--- config.mk ---
export PLATFORM = sky130hd
export DESIGN_NAME = divtap_timer
export DESIGN_NICKNAME = d
export VERILOG_FILES = /design/src/rtl/tmr_pkg.sv /design/src/rtl/tmr_counter.sv /design/src/rtl/tmr_flags.sv /design/src/rtl/tmr_regbank.sv /design/src/rtl/divtap_timer.sv
export SDC_FILE = /design/constraint.sdc
export NUM_CORES = 1
export LEC_CHECK = 0
export BUFFER_PORTS_ARGS = -buffer_cell sky130_fd_sc_hd__buf_4
export CORE_MARGIN = 5
export CORE_UTILIZATION = 50
export CTS_CLUSTER_SIZE = 16
export DETAILED_ROUTE_END_ITERATION = 12
export GPL_ROUTABILITY_DRIVEN = 0
export PLACE_DENSITY = 0.84
export SYNTH_ARGS = -nofsm -noshare
export SYNTH_HDL_FRONTEND = slang
export SYNTH_HIERARCHICAL = 1
export SYNTH_SLANG_ARGS = --single-unit
--- constraint.sdc ---
create_clock -name clk -period 2 [get_ports clk]
set_input_delay 0.4 -clock clk [delete_from_list [all_inputs] [get_ports clk]]
set_output_delay 0.4 -clock clk [all_outputs]
set_load 0.005 [all_outputs]
--- src/rtl/tmr_pkg.sv ---
package tmr_pkg;

    localparam int CNT_W_DEF  = 7;
    localparam int VIEW_W_DEF = 4;
    localparam int NUM_EV_DEF = 3;
    localparam int DATA_W_DEF = 4;

    typedef enum logic [1:0] {
        REG_STAGES = 2'd0,
        REG_ENABLE = 2'd1,
        REG_CAUSE  = 2'd2,
        REG_SPARE  = 2'd3
    } reg_sel_e;

    typedef struct packed {
        logic     rd;
        logic     wr;
        reg_sel_e sel;
    } bus_req_t;

    // Counter bit whose falling edge raises event i: 2 (32 Hz), 4 (8 Hz), 6 (2 Hz)
    function automatic int ev_tap(input int i);
        return 2 + 2 * i;
    endfunction

endpackage

--- src/rtl/tmr_counter.sv ---
module tmr_counter
    import tmr_pkg::*;
#(
    parameter int CNT_W  = CNT_W_DEF,
    parameter int NUM_EV = NUM_EV_DEF
) (
    input  logic              clk,
    input  logic              rst,
    input  logic              tick,
    input  logic              clr,
    output logic [CNT_W-1:0]  cnt,
    output logic [NUM_EV-1:0] ev
);

    logic advance;
    assign advance = tick & ~clr;

    always_ff @(posedge clk) begin
        if (rst || clr) begin
            cnt <= '0;
        end else if (tick) begin
            cnt <= cnt + 1'b1;
        end
    end

    // A stage falls on the increment that carries through all bits up to it
    for (genvar i = 0; i < NUM_EV; i++) begin : g_ev
        localparam int TAP = ev_tap(i);
        assign ev[i] = advance & (&cnt[TAP:0]);
    end

endmodule

--- src/rtl/tmr_flags.sv ---
module tmr_flags #(
    parameter int NUM_EV = 3
) (
    input  logic              clk,
    input  logic              rst,
    input  logic [NUM_EV-1:0] ev,
    input  logic              cause_rd,
    input  logic              enable_we,
    input  logic [NUM_EV-1:0] enable_wdata,
    output logic [NUM_EV-1:0] flags,
    output logic [NUM_EV-1:0] enable,
    output logic              irq
);

    logic [NUM_EV-1:0] kept;
    assign kept = cause_rd ? '0 : flags;

    always_ff @(posedge clk) begin
        if (rst) begin
            flags  <= '0;
            enable <= '0;
        end else begin
            flags <= kept | ev;
            if (enable_we) begin
                enable <= enable_wdata;
            end
        end
    end

    assign irq = |(flags & enable);

endmodule

--- src/rtl/tmr_regbank.sv ---
module tmr_regbank
    import tmr_pkg::*;
#(
    parameter int VIEW_W = VIEW_W_DEF,
    parameter int NUM_EV = NUM_EV_DEF,
    parameter int DATA_W = DATA_W_DEF
) (
    input  bus_req_t           req,
    input  logic [DATA_W-1:0]  wdata,
    input  logic [VIEW_W-1:0]  stages,
    input  logic [NUM_EV-1:0]  enable,
    input  logic [NUM_EV-1:0]  flags,
    output logic [DATA_W-1:0]  rdata,
    output logic               cause_rd,
    output logic               enable_we,
    output logic [NUM_EV-1:0]  enable_wdata
);

    localparam int PAD_EV = DATA_W - NUM_EV;
    localparam int PAD_VW = DATA_W - VIEW_W;

    logic unused_wbits;
    assign unused_wbits = ^wdata[DATA_W-1:NUM_EV];

    assign cause_rd     = req.rd && (req.sel == REG_CAUSE);
    assign enable_we    = req.wr && (req.sel == REG_ENABLE);
    assign enable_wdata = wdata[NUM_EV-1:0];

    always_comb begin
        rdata = '0;
        if (req.rd) begin
            unique case (req.sel)
                REG_STAGES: rdata = {{PAD_VW{1'b0}}, stages};
                REG_ENABLE: rdata = {{PAD_EV{1'b0}}, enable};
                REG_CAUSE:  rdata = {{PAD_EV{1'b0}}, flags};
                REG_SPARE:  rdata = '0;
            endcase
        end
    end

endmodule

--- src/rtl/divtap_timer.sv ---
module divtap_timer
    import tmr_pkg::*;
#(
    parameter int CNT_W  = CNT_W_DEF,
    parameter int VIEW_W = VIEW_W_DEF,
    parameter int NUM_EV = NUM_EV_DEF,
    parameter int DATA_W = DATA_W_DEF
) (
    input  logic              clk,
    input  logic              rst,
    input  logic              tick_256,
    input  logic              cnt_clr,
    input  logic              bus_sel,
    input  logic              bus_wr,
    input  logic [1:0]        bus_addr,
    input  logic [DATA_W-1:0] bus_wdata,
    output logic [DATA_W-1:0] bus_rdata,
    output logic              irq
);

    logic [CNT_W-1:0]  cnt_q;
    logic [NUM_EV-1:0] ev;
    logic [NUM_EV-1:0] flags_q;
    logic [NUM_EV-1:0] enable_q;
    logic              cause_rd;
    logic              enable_we;
    logic [NUM_EV-1:0] enable_wdata;
    bus_req_t          req;

    assign req.rd  = bus_sel & ~bus_wr;
    assign req.wr  = bus_sel & bus_wr;
    assign req.sel = reg_sel_e'(bus_addr);

    tmr_counter #(.CNT_W(CNT_W), .NUM_EV(NUM_EV)) u_counter (
        .clk  (clk),
        .rst  (rst),
        .tick (tick_256),
        .clr  (cnt_clr),
        .cnt  (cnt_q),
        .ev   (ev)
    );

    tmr_flags #(.NUM_EV(NUM_EV)) u_flags (
        .clk          (clk),
        .rst          (rst),
        .ev           (ev),
        .cause_rd     (cause_rd),
        .enable_we    (enable_we),
        .enable_wdata (enable_wdata),
        .flags        (flags_q),
        .enable       (enable_q),
        .irq          (irq)
    );

    tmr_regbank #(.VIEW_W(VIEW_W), .NUM_EV(NUM_EV), .DATA_W(DATA_W)) u_regs (
        .req          (req),
        .wdata        (bus_wdata),
        .stages       (cnt_q[CNT_W-1 -: VIEW_W]),
        .enable       (enable_q),
        .flags        (flags_q),
        .rdata        (bus_rdata),
        .cause_rd     (cause_rd),
        .enable_we    (enable_we),
        .enable_wdata (enable_wdata)
    );

endmodule

==> flow_metrics.env, run 1 <==
export IMPL_die_y_um=48.75
export IMPL_synthArstFlopShare=0
export IMPL_start_util=0.5102
export IMPL_synth_edff_count=0
export IMPL_vdd_drop_max_v=0.0004006
export IMPL_setup_ws_ns=0.4492
export IMPL_fillers=135
export IMPL_fin_crit_ns=1.551
export IMPL_multi_input_area_um2=426.7
export IMPL_fp_dieW_um=48.75
export IMPL_finalCritPeriodShare=0.7754
export IMPL_cts_setup_buffers=0
export IMPL_clkTransAtPathRegs_ns=0.08
export IMPL_wl_per_cell_um=12.89
export IMPL_hold_class="input port to flop"
export IMPL_pre_cts_ws_ns=0.5151
export IMPL_fin_skew_ns=0.0002965
export IMPL_slew_headroom=0.8335
export IMPL_fin_util=0.5850
export IMPL_finalHoldViolations=0
export IMPL_die_area_um2=2377
export IMPL_num_io_pins=17
export IMPL_routed_wl_um=1405
export IMPL_antenna_found_initial=0
export IMPL_synth_cell_types=27
export IMPL_fmax_mhz=644.8
export IMPL_cts_hold_buffers=0
export IMPL_crit_type="flop to primary output"
export IMPL_drt_iter0_markers=9
export IMPL_num_vias=575
export IMPL_avgSynthCellArea_um2=9.384
export IMPL_cap_violations=0
export IMPL_finalMaxSlewViolations=0
export IMPL_stdcell_count=109
export IMPL_cp_arrival_ns=1.15
export IMPL_grt_pass1_wl_um=2421
export IMPL_numClockSinks=13
export IMPL_rsz0062_at_grt="false"
export IMPL_status="complete, no violations"
export IMPL_startpoint_type="flop"
export IMPL_dpl_cell_area_um2=834.6
export IMPL_dp_cells=105
export IMPL_portBuffers=15
export IMPL_power_density_nw_per_um2=542.9
export IMPL_synth_area_leader_cell="dfxtp_1"
export IMPL_cts_max_path_buffers=2
export IMPL_leakagePower_nw=0.3952
export IMPL_synth_seq_cells=13
export IMPL_power_mw=0.4673
export IMPL_grt_pass1_vias=579
export IMPL_grt_max_degree=10
export IMPL_drive_gt1_frac=0.2903
export IMPL_drtAntennaViolNets=0
export IMPL_ctsRootBufferMaster="clkbuf_4"
export IMPL_setup_tns_final_ns=0
export IMPL_ys_seq_area_frac=0.3467
export IMPL_seq_area_um2=260.3
export IMPL_gr_total_overflow=0
export IMPL_synthTopCellsByCount="13 x dfxtp_1, 9 x mux2i_1, 8 x nor2_1"
export IMPL_yosysMostFrequentCell="dfxtp_1"
export IMPL_nets=109
export IMPL_endpoint_kind="primary output"
export IMPL_htree_levels=1
export IMPL_ys_flop_type="dfxtp_1"
export IMPL_drc=0
export IMPL_cts_made_buffers=3
export IMPL_yosys_warnings=6
export IMPL_fp_coreArea_um2=1471
export IMPL_yosysTopAreaCellShare=0.3467
export IMPL_clock_latency_ns=0.27
export IMPL_synth_fp_nets=95
export IMPL_tritoncts="done"
export IMPL_worstPathRequired_ns=1.60
export IMPL_ys_top_cells_by_area="dfxtp_1 35%, mux2i_1 12%, and3b_2 5.3%, ha_1 5.0%, nor2_1 4.0%"
export IMPL_dp_hpwl_um=1093
export IMPL_track_usage=0.1236
export IMPL_netlist_area_um2=750.7
export IMPL_worst_pin_slew_ns=0.2462
export IMPL_cp_max_fo=3
export IMPL_avgViaCountPerCell=5.275
export IMPL_synth_cells=80
export IMPL_setup_viol_count_final=0
export IMPL_rows=14
export IMPL_whs_ns=0.3405
export IMPL_area_delta_synth_final_pct=14.67
export IMPL_drtPass1Iterations=4
export IMPL_post_cts_resized=0
export IMPL_final_area_um2=860.8
export IMPL_diodes=0
layout make-up:
cell class	instances	area share
clock buffers	4	0.03052
inverters	4	0.01744
multi-input cells	57	0.4956
flip-flops and latches	13	0.3023
well taps	16	0.02326
repair buffers	15	0.1308
report_power, final:
part           leakage (nW)  internal, mW  total, mW  switching (mW)
combinational         0.275        0.0247     0.0442          0.0195
clock                0.0150        0.0772      0.159          0.0822
sequential            0.105         0.261      0.264         0.00252
total                 0.395         0.363      0.467           0.104
critical path: stages (launching register included):
cell	delay (ns)
dfxtp_1	0.33
a222oi_1	0.33
inv_1	0.08
buf_4	0.14
routing by layer:
layer	global-route usage	share of wire	wire, um
met5	0	0	0
met1	0.1383	0.42	584
met2	0.2130	0.53	746
met4	0.05381	0	0
met3	0.03681	0.053	74
cell families after synthesis:
logic type               count (synthesis)  synth area share
AND/OR/NAND/NOR                         32            0.2950
buffers and inverters                   10           0.08499
AO/OA/AOI/OAI                           11           0.07999
adder cells (fa/ha/maj)                  3           0.05001
XOR/XNOR                                 2           0.02334
multiplexers                             9            0.1200
flip-flops                              13            0.3467
worst paths after layout:
path / start / end / slack [ns] / cells past startpoint
worst min-delay path: rst / u_flags/flags[2] / 0.34 / 2
worst min register to register: u_flags/flags[2] / u_flags/flags[2] / 0.50 / 2
worst max-delay path: u_flags/flags[1] / irq / 0.45 / 3
worst max register to register: u_counter/cnt[0] / u_counter/cnt[4] / 0.64 / 5
layout by cell type, fill, tap and decap left out, types with 2 or more instances in the layout:
cell type	n
and2_1	3
nand4_2	2
dfxtp_1	13
mux2i_1	9
buf_4	15
nand2b_1	3
inv_1	4
clkbuf_4	3
a21oi_1	5
nor2_1	8
nand3b_1	3
o21ai_0	2
ha_1	3
and3b_2	4
or3_1	2
o21ai_1	3
registers in the layout, summed over array words and instances (netlist names):
register,flops
u_flags/flags,3
u_counter/cnt,7
u_flags/enable,3
No activity file was read; power rests on OpenSTA's default activity.
==> inputs of run 2 (changes only) <==
--- a/config.mk
+++ b/config.mk
@@ -7,11 +7,11 @@
 export LEC_CHECK = 0
 export BUFFER_PORTS_ARGS = -buffer_cell sky130_fd_sc_hd__buf_4
 export CORE_MARGIN = 5
-export CORE_UTILIZATION = 50
+export CORE_UTILIZATION = 46
 export CTS_CLUSTER_SIZE = 16
 export DETAILED_ROUTE_END_ITERATION = 12
 export GPL_ROUTABILITY_DRIVEN = 0
-export PLACE_DENSITY = 0.84
+export PLACE_DENSITY = 0.81
 export SYNTH_ARGS = -nofsm -noshare
 export SYNTH_HDL_FRONTEND = slang
 export SYNTH_HIERARCHICAL = 1
==> constraint.sdc (replaced) <==
create_clock -name clk -period 1.39 [get_ports clk]
set_input_delay 0.278 -clock clk [delete_from_list [all_inputs] [get_ports clk]]
set_output_delay 0.278 -clock clk [all_outputs]
set_load 0.005 [all_outputs]
==> run 2 against run 1 <==
Compared with the run above:
- the flow now finishes with violations (setup timing)
- via count is 8.2% higher
- clock power is 42% higher
- combinational power is 47% higher
- first-iteration DRC count is 33% lower
- critical path depth stayed put
- utilization is 0.12 points higher
- flip-flop and latch count stayed put
- routed wire length is 8.3% higher
- clock skew is 0.0011 ns higher
- cell count is 1.8% higher
- sequential share of layout area is 0.16 points higher
- critical endpoint unchanged
==> flow_metrics.env, run 2 (synthesis results as in run 1) <==
export IMPL_grt_max_degree=10
export IMPL_holdPathStages=2
export IMPL_power_mw=0.6702
export IMPL_clkTransAtPathRegs_ns=0.08
export IMPL_worst_pin_slew_ns=0.3196
export IMPL_portBuffers=15
export IMPL_cp_depth=3
export IMPL_crit_type="flop to primary output"
export IMPL_most_common_layout_cells="16 x buf_4, 9 x mux2i_1, 9 x dfxtp_2"
export IMPL_cap_violations=0
export IMPL_whs_ns=0.2113
export IMPL_top_register="u_counter/cnt"
export IMPL_avgViaCountPerCell=5.604
export IMPL_clock_power_share=0.336
export IMPL_critPathTopFamily="compound AO/OA/AOI/OAI gates"
export IMPL_p_int_mw=0.5237
export IMPL_num_io_pins=17
export IMPL_clock_latency_ns=0.27
export IMPL_area_delta_synth_final_pct=19.00
export IMPL_hold_class="input port to flop"
export IMPL_rsz0062_at_grt="true"
export IMPL_dpl_cell_area_um2=834.6
export IMPL_largest_reg_flops=7
export IMPL_leakagePower_nw=0.4084
export IMPL_pre_cts_ws_ns=0.02577
export IMPL_startpoint_type="flop"
export IMPL_fp_dieW_um=50.40
export IMPL_p_sw_frac=0.2185
export IMPL_power_density_nw_per_um2=750.2
export IMPL_drive_gt1_frac=0.4105
export IMPL_antenna_found_initial=0
export IMPL_htree_levels=1
export IMPL_layout_commonest_cell="buf_4"
export IMPL_track_usage=0.1261
export IMPL_nets=111
export IMPL_tritoncts="done"
export IMPL_fin_crit_ns=1.459
export IMPL_worstPathRequired_ns=1.11
export IMPL_die_y_um=50.40
export IMPL_gr_total_overflow=0
export IMPL_drtPass1Iterations=4
export IMPL_finalCritPeriodShare=1.050
export IMPL_vdd_drop_max_v=0.0005699
export IMPL_drc=0
export IMPL_cts_max_path_buffers=2
export IMPL_status="complete, but fails checks"
export IMPL_grt_pass1_wl_um=2525
export IMPL_setup_ws_ns=-0.06919
export IMPL_num_vias=622
export IMPL_final_area_um2=893.4
export IMPL_endpoint_kind="primary output"
export IMPL_crit_end="irq"
export IMPL_crit_buf_inv=2
export IMPL_cp_max_fo=2
export IMPL_switchingPower_mw=0.1465
export IMPL_reg2reg_depth=5
export IMPL_rr_endpoint="u_counter/cnt[4]"
export IMPL_cp_arrival_ns=1.18
export IMPL_dp_hpwl_um=1134
export IMPL_slowest_delay_ns=0.36
export IMPL_start_util=0.4926
export IMPL_fin_skew_ns=0.001410
export IMPL_power_frac_seq=0.567
export IMPL_grt_pass1_vias=607
export IMPL_rows=14
export IMPL_routed_wl_um=1521
export IMPL_die_area_um2=2540
export IMPL_ctsRootBufferMaster="clkbuf_4"
export IMPL_fmax_mhz=685.3
export IMPL_crit_start="u_flags/enable[1]"
export IMPL_biggestRegsByFlops="u_counter/cnt (7), u_flags/enable (3), u_flags/flags (3)"
export IMPL_combPwrFrac=0.097
export IMPL_crit_slowest_cell="a222oi_1"
export IMPL_rr_startpoint="u_counter/cnt[0]"
export IMPL_drt_iter0_markers=6
export IMPL_finalHoldViolations=0
export IMPL_numClockSinks=13
export IMPL_diodes=0
export IMPL_violations="setup timing"
export IMPL_wl_per_cell_um=13.70
export IMPL_setup_tns_final_ns=-0.06919
export IMPL_finalMaxSlewViolations=0
export IMPL_drtAntennaViolNets=0
export IMPL_setup_viol_count_final=1
export IMPL_fp_coreArea_um2=1524
export IMPL_path_cells="a222oi_1 > inv_1 > buf_6"
export IMPL_slew_headroom=0.7870
export IMPL_regToRegSetupSlack_ns=0.05
export IMPL_cts_made_buffers=3
==> run 2: per-stage QoR <==
stage / util / std cells
6_report: 0.5862 / 111
5_1_grt: 0.5862 / 111
4_1_cts: 0.5788 / 111
3_5_place_dp: 0.5476 / 105
3_3_place_gp: 0.5476 / 105
2_1_floorplan: - / 80
==> run 2: power by group through the flow <==
stage                     Sequential [mW]  Combinational, mW  Clock (mW)
final                               0.380             0.0649       0.225
after floorplan                     0.388             0.0430           0
after detailed placement            0.389             0.0642           0
after CTS                           0.380             0.0654       0.232
after global routing                0.381             0.0712       0.253
after global placement              0.388             0.0619           0
==> run 2: worst reg2reg max path, stage by stage, from the launching register on <==
cell and delay [ns]:
dfxtp_2 0.34, ha_2 0.20, and3_1 0.19, ha_1 0.28, mux2i_1 0.16, nor2_1 0.06
==> run 2: worst min path at each step <==
stage | from | to | slack (ns)
final | rst | u_flags/flags[1] | 0.21
after CTS | rst | u_flags/flags[2] | 0.21
after global placement | u_flags/flags[2] | u_flags/flags[2] | 0.48
after floorplan | rst | u_flags/flags[0] | 0.35
after global routing | rst | u_flags/flags[2] | 0.21
after detailed placement | u_flags/flags[2] | u_flags/flags[2] | 0.48
==> run 2: layer usage <==
metal / vias to the layer above / wire length [um] / track usage
met5: - / 0 / 0
met4: 0 / 7 / 0.03830
met3: 2 / 108 / 0.04142
met2: 16 / 791 / 0.2406
met1: 298 / 614 / 0.1272
li1: 306 / - / -
==> run 2: repair_timing <==
item,4_1_cts,5_1_grt
hold buffers,0,0
resized for setup,3,8
endpoints found under the setup margin,3,6
pin swaps,2,2
setup buffers,2,0
==> run 2: final cells by class <==
| class | count | area [um2] |
|---|---|---|
| flip-flops and latches | 13 | 271.5 |
| multi-input cells | 57 | 429.2 |
| well taps | 16 | 20.02 |
| fillers | 153 | 630.6 |
| repair buffers | 17 | 131.4 |
| clock buffers | 4 | 26.28 |
| inverters | 4 | 15.01 |
==> inputs of run 3 (changes only) <==
--- a/config.mk
+++ b/config.mk
@@ -5,7 +5,7 @@
 export SDC_FILE = /design/constraint.sdc
 export NUM_CORES = 1
 export LEC_CHECK = 0
-export BUFFER_PORTS_ARGS = -buffer_cell sky130_fd_sc_hd__buf_4
+export BUFFER_PORTS_ARGS = -buffer_cell sky130_fd_sc_hd__buf_2
 export CORE_MARGIN = 5
 export CORE_UTILIZATION = 46
 export CTS_CLUSTER_SIZE = 16
==> run 3 against run 2 <==
Compared with the run above:
- non-clock buffer count grew 3
- highest routed layer unchanged
- critical path type unchanged
- critical path depth stayed put
- via count shrank 1.1%
- global-route usage fell by 1.1 points
- utilization decreased by 0.90 points
- power fell by 0.81%
- register-to-register slack better by 0.04 ns
- clock power increased by 2%
- the run still ends with setup timing left
- clock skew grew 0.0022 ns
==> flow_metrics.env, run 3 (synthesis results as in run 1) <==
export IMPL_status="complete, but fails checks"
export IMPL_violations="setup timing"
export IMPL_fin_skew_ns=0.003639
export IMPL_cts_made_buffers=3
export IMPL_worstPathRequired_ns=1.11
export IMPL_setup_viol_count_final=1
export IMPL_avgViaCountPerCell=5.395
export IMPL_die_y_um=50.40
export IMPL_fillers=138
export IMPL_slew_headroom=0.7879
export IMPL_drtPass1Iterations=4
export IMPL_rows=14
export IMPL_holdPathStages=3
export IMPL_top_register="u_counter/cnt"
export IMPL_start_util=0.4926
export IMPL_biggestRegsByFlops="u_counter/cnt (7), u_flags/enable (3), u_flags/flags (3)"
export IMPL_finalMaxSlewViolations=0
export IMPL_setup_tns_final_ns=-0.04590
export IMPL_grt_max_degree=10
export IMPL_drc=0
export IMPL_leakagePower_nw=0.4167
export IMPL_wl_per_cell_um=13.03
export IMPL_most_common_layout_cells="15 x buf_2, 9 x mux2i_1, 8 x nor2_1"
export IMPL_clkTransAtPathRegs_ns=0.08
export IMPL_grt_pass1_wl_um=2263
export IMPL_rr_endpoint="u_counter/cnt[4]"
export IMPL_hold_class="input port to flop"
export IMPL_cp_max_fo=2
export IMPL_setup_ws_ns=-0.04590
export IMPL_ctsRootBufferMaster="clkbuf_4"
export IMPL_numClockSinks=13
export IMPL_drive_gt1_frac=0.4184
export IMPL_cts_max_path_buffers=2
export IMPL_endpoint_kind="primary output"
export IMPL_die_area_um2=2540
export IMPL_num_vias=615
export IMPL_cap_violations=0
export IMPL_clock_latency_ns=0.27
export IMPL_cp_arrival_ns=1.16
export IMPL_worst_pin_slew_ns=0.3182
export IMPL_cts_hold_buffers=0
export IMPL_grt_pass1_vias=541
export IMPL_vdd_drop_max_v=0.0004205
export IMPL_pre_cts_ws_ns=0.05964
export IMPL_largest_reg_flops=7
export IMPL_rr_startpoint="u_counter/cnt[0]"
export IMPL_fmax_mhz=696.4
export IMPL_dp_hpwl_um=1069
export IMPL_fin_crit_ns=1.436
export IMPL_fp_coreArea_um2=1524
export IMPL_layout_commonest_cell="buf_2"
export IMPL_gr_total_overflow=0
export IMPL_track_usage=0.1153
export IMPL_area_delta_synth_final_pct=17.17
export IMPL_routed_wl_um=1485
export IMPL_hold_end="u_flags/enable[2]"
export IMPL_crit_type="flop to primary output"
export IMPL_hold_path_startpoint="bus_wdata[2]"
export IMPL_startpoint_type="flop"
export IMPL_regToRegSetupSlack_ns=0.09
export IMPL_finalCritPeriodShare=1.033
export IMPL_drtAntennaViolNets=0
export IMPL_reg2reg_depth=5
export IMPL_fp_dieW_um=50.40
export IMPL_finalHoldViolations=0
export IMPL_power_density_nw_per_um2=755.8
export IMPL_htree_levels=1
export IMPL_diodes=0
export IMPL_portBuffers=15
export IMPL_rsz0062_at_grt="true"
export IMPL_nets=114
export IMPL_tritoncts="done"
export IMPL_num_io_pins=17
export IMPL_drt_iter0_markers=8
export IMPL_antenna_found_initial=0
[run 3: cell count changes in the layout (fill, tap and decap cells not counted), sizes merged]
cell  delta
buf      +3
[run 3: repair_timing]
item / CTS / global route
resized for setup: 2 / 9
pin swaps: 2 / 5
setup endpoints to repair: 2 / 5
buffers inserted: 1 / 4
[run 3: per-stage QoR]
stage | hold slack, ns | cell area, um2 | total power, mW | instances | utilization
detailed placement | 0.4820 | 797.0 | 0.4437 | 105 | 0.5230
floorplan | 0.3471 | 750.7 | 0.4306 | 80 | -
finish | 0.2415 | 879.6 | 0.6648 | 114 | 0.5772
global route | 0.2466 | 879.6 | 0.7101 | 114 | 0.5772
CTS | 0.2385 | 833.3 | 0.6754 | 110 | 0.5468
global placement | 0.4788 | 797.0 | 0.4417 | 105 | 0.5230
[run 3: worst max-delay path, cell delays in order, from the launching register on]
cell and delay, ns:
dfxtp_2 0.34, a222oi_1 0.36, inv_1 0.06, buf_2 0.13
[run 3: layer usage]
metal	part of all wire	global-route usage
met5	0	0
met3	0.063	0.03550
met1	0.42	0.1308
met2	0.51	0.1904
met4	0.0081	0.06383
[run 3: how the worst max path moves through the flow]
stage	start	endpoint	cells after the start
floorplan	u_counter/cnt[0]	u_counter/cnt[4]	5
CTS	u_flags/enable[1]	irq	3
finish	u_flags/enable[1]	irq	3
global placement	u_counter/cnt[0]	u_flags/flags[1]	6
detailed placement	u_counter/cnt[0]	u_counter/cnt[4]	5
global route	u_flags/enable[1]	irq	3
[run 3: area by class of cell]
| type | instances | area, um2 | share of cell area |
|---|---|---|---|
| Multi-Input combinational cell | 57 | 429.2 | 0.4879 |
| Sequential cell | 13 | 272.8 | 0.3101 |
| Timing Repair Buffer | 20 | 116.4 | 0.1323 |
| Tap cell | 16 | 20.02 | 0.02276 |
| Inverter | 4 | 15.01 | 0.01707 |
| Clock buffer | 4 | 26.28 | 0.02987 |
[run 3: report_power, final]
group	switching [mW]	total [mW]	internal, mW
clock network	0.118	0.229	0.111
registers	0.00386	0.378	0.374
logic	0.0282	0.0574	0.0291
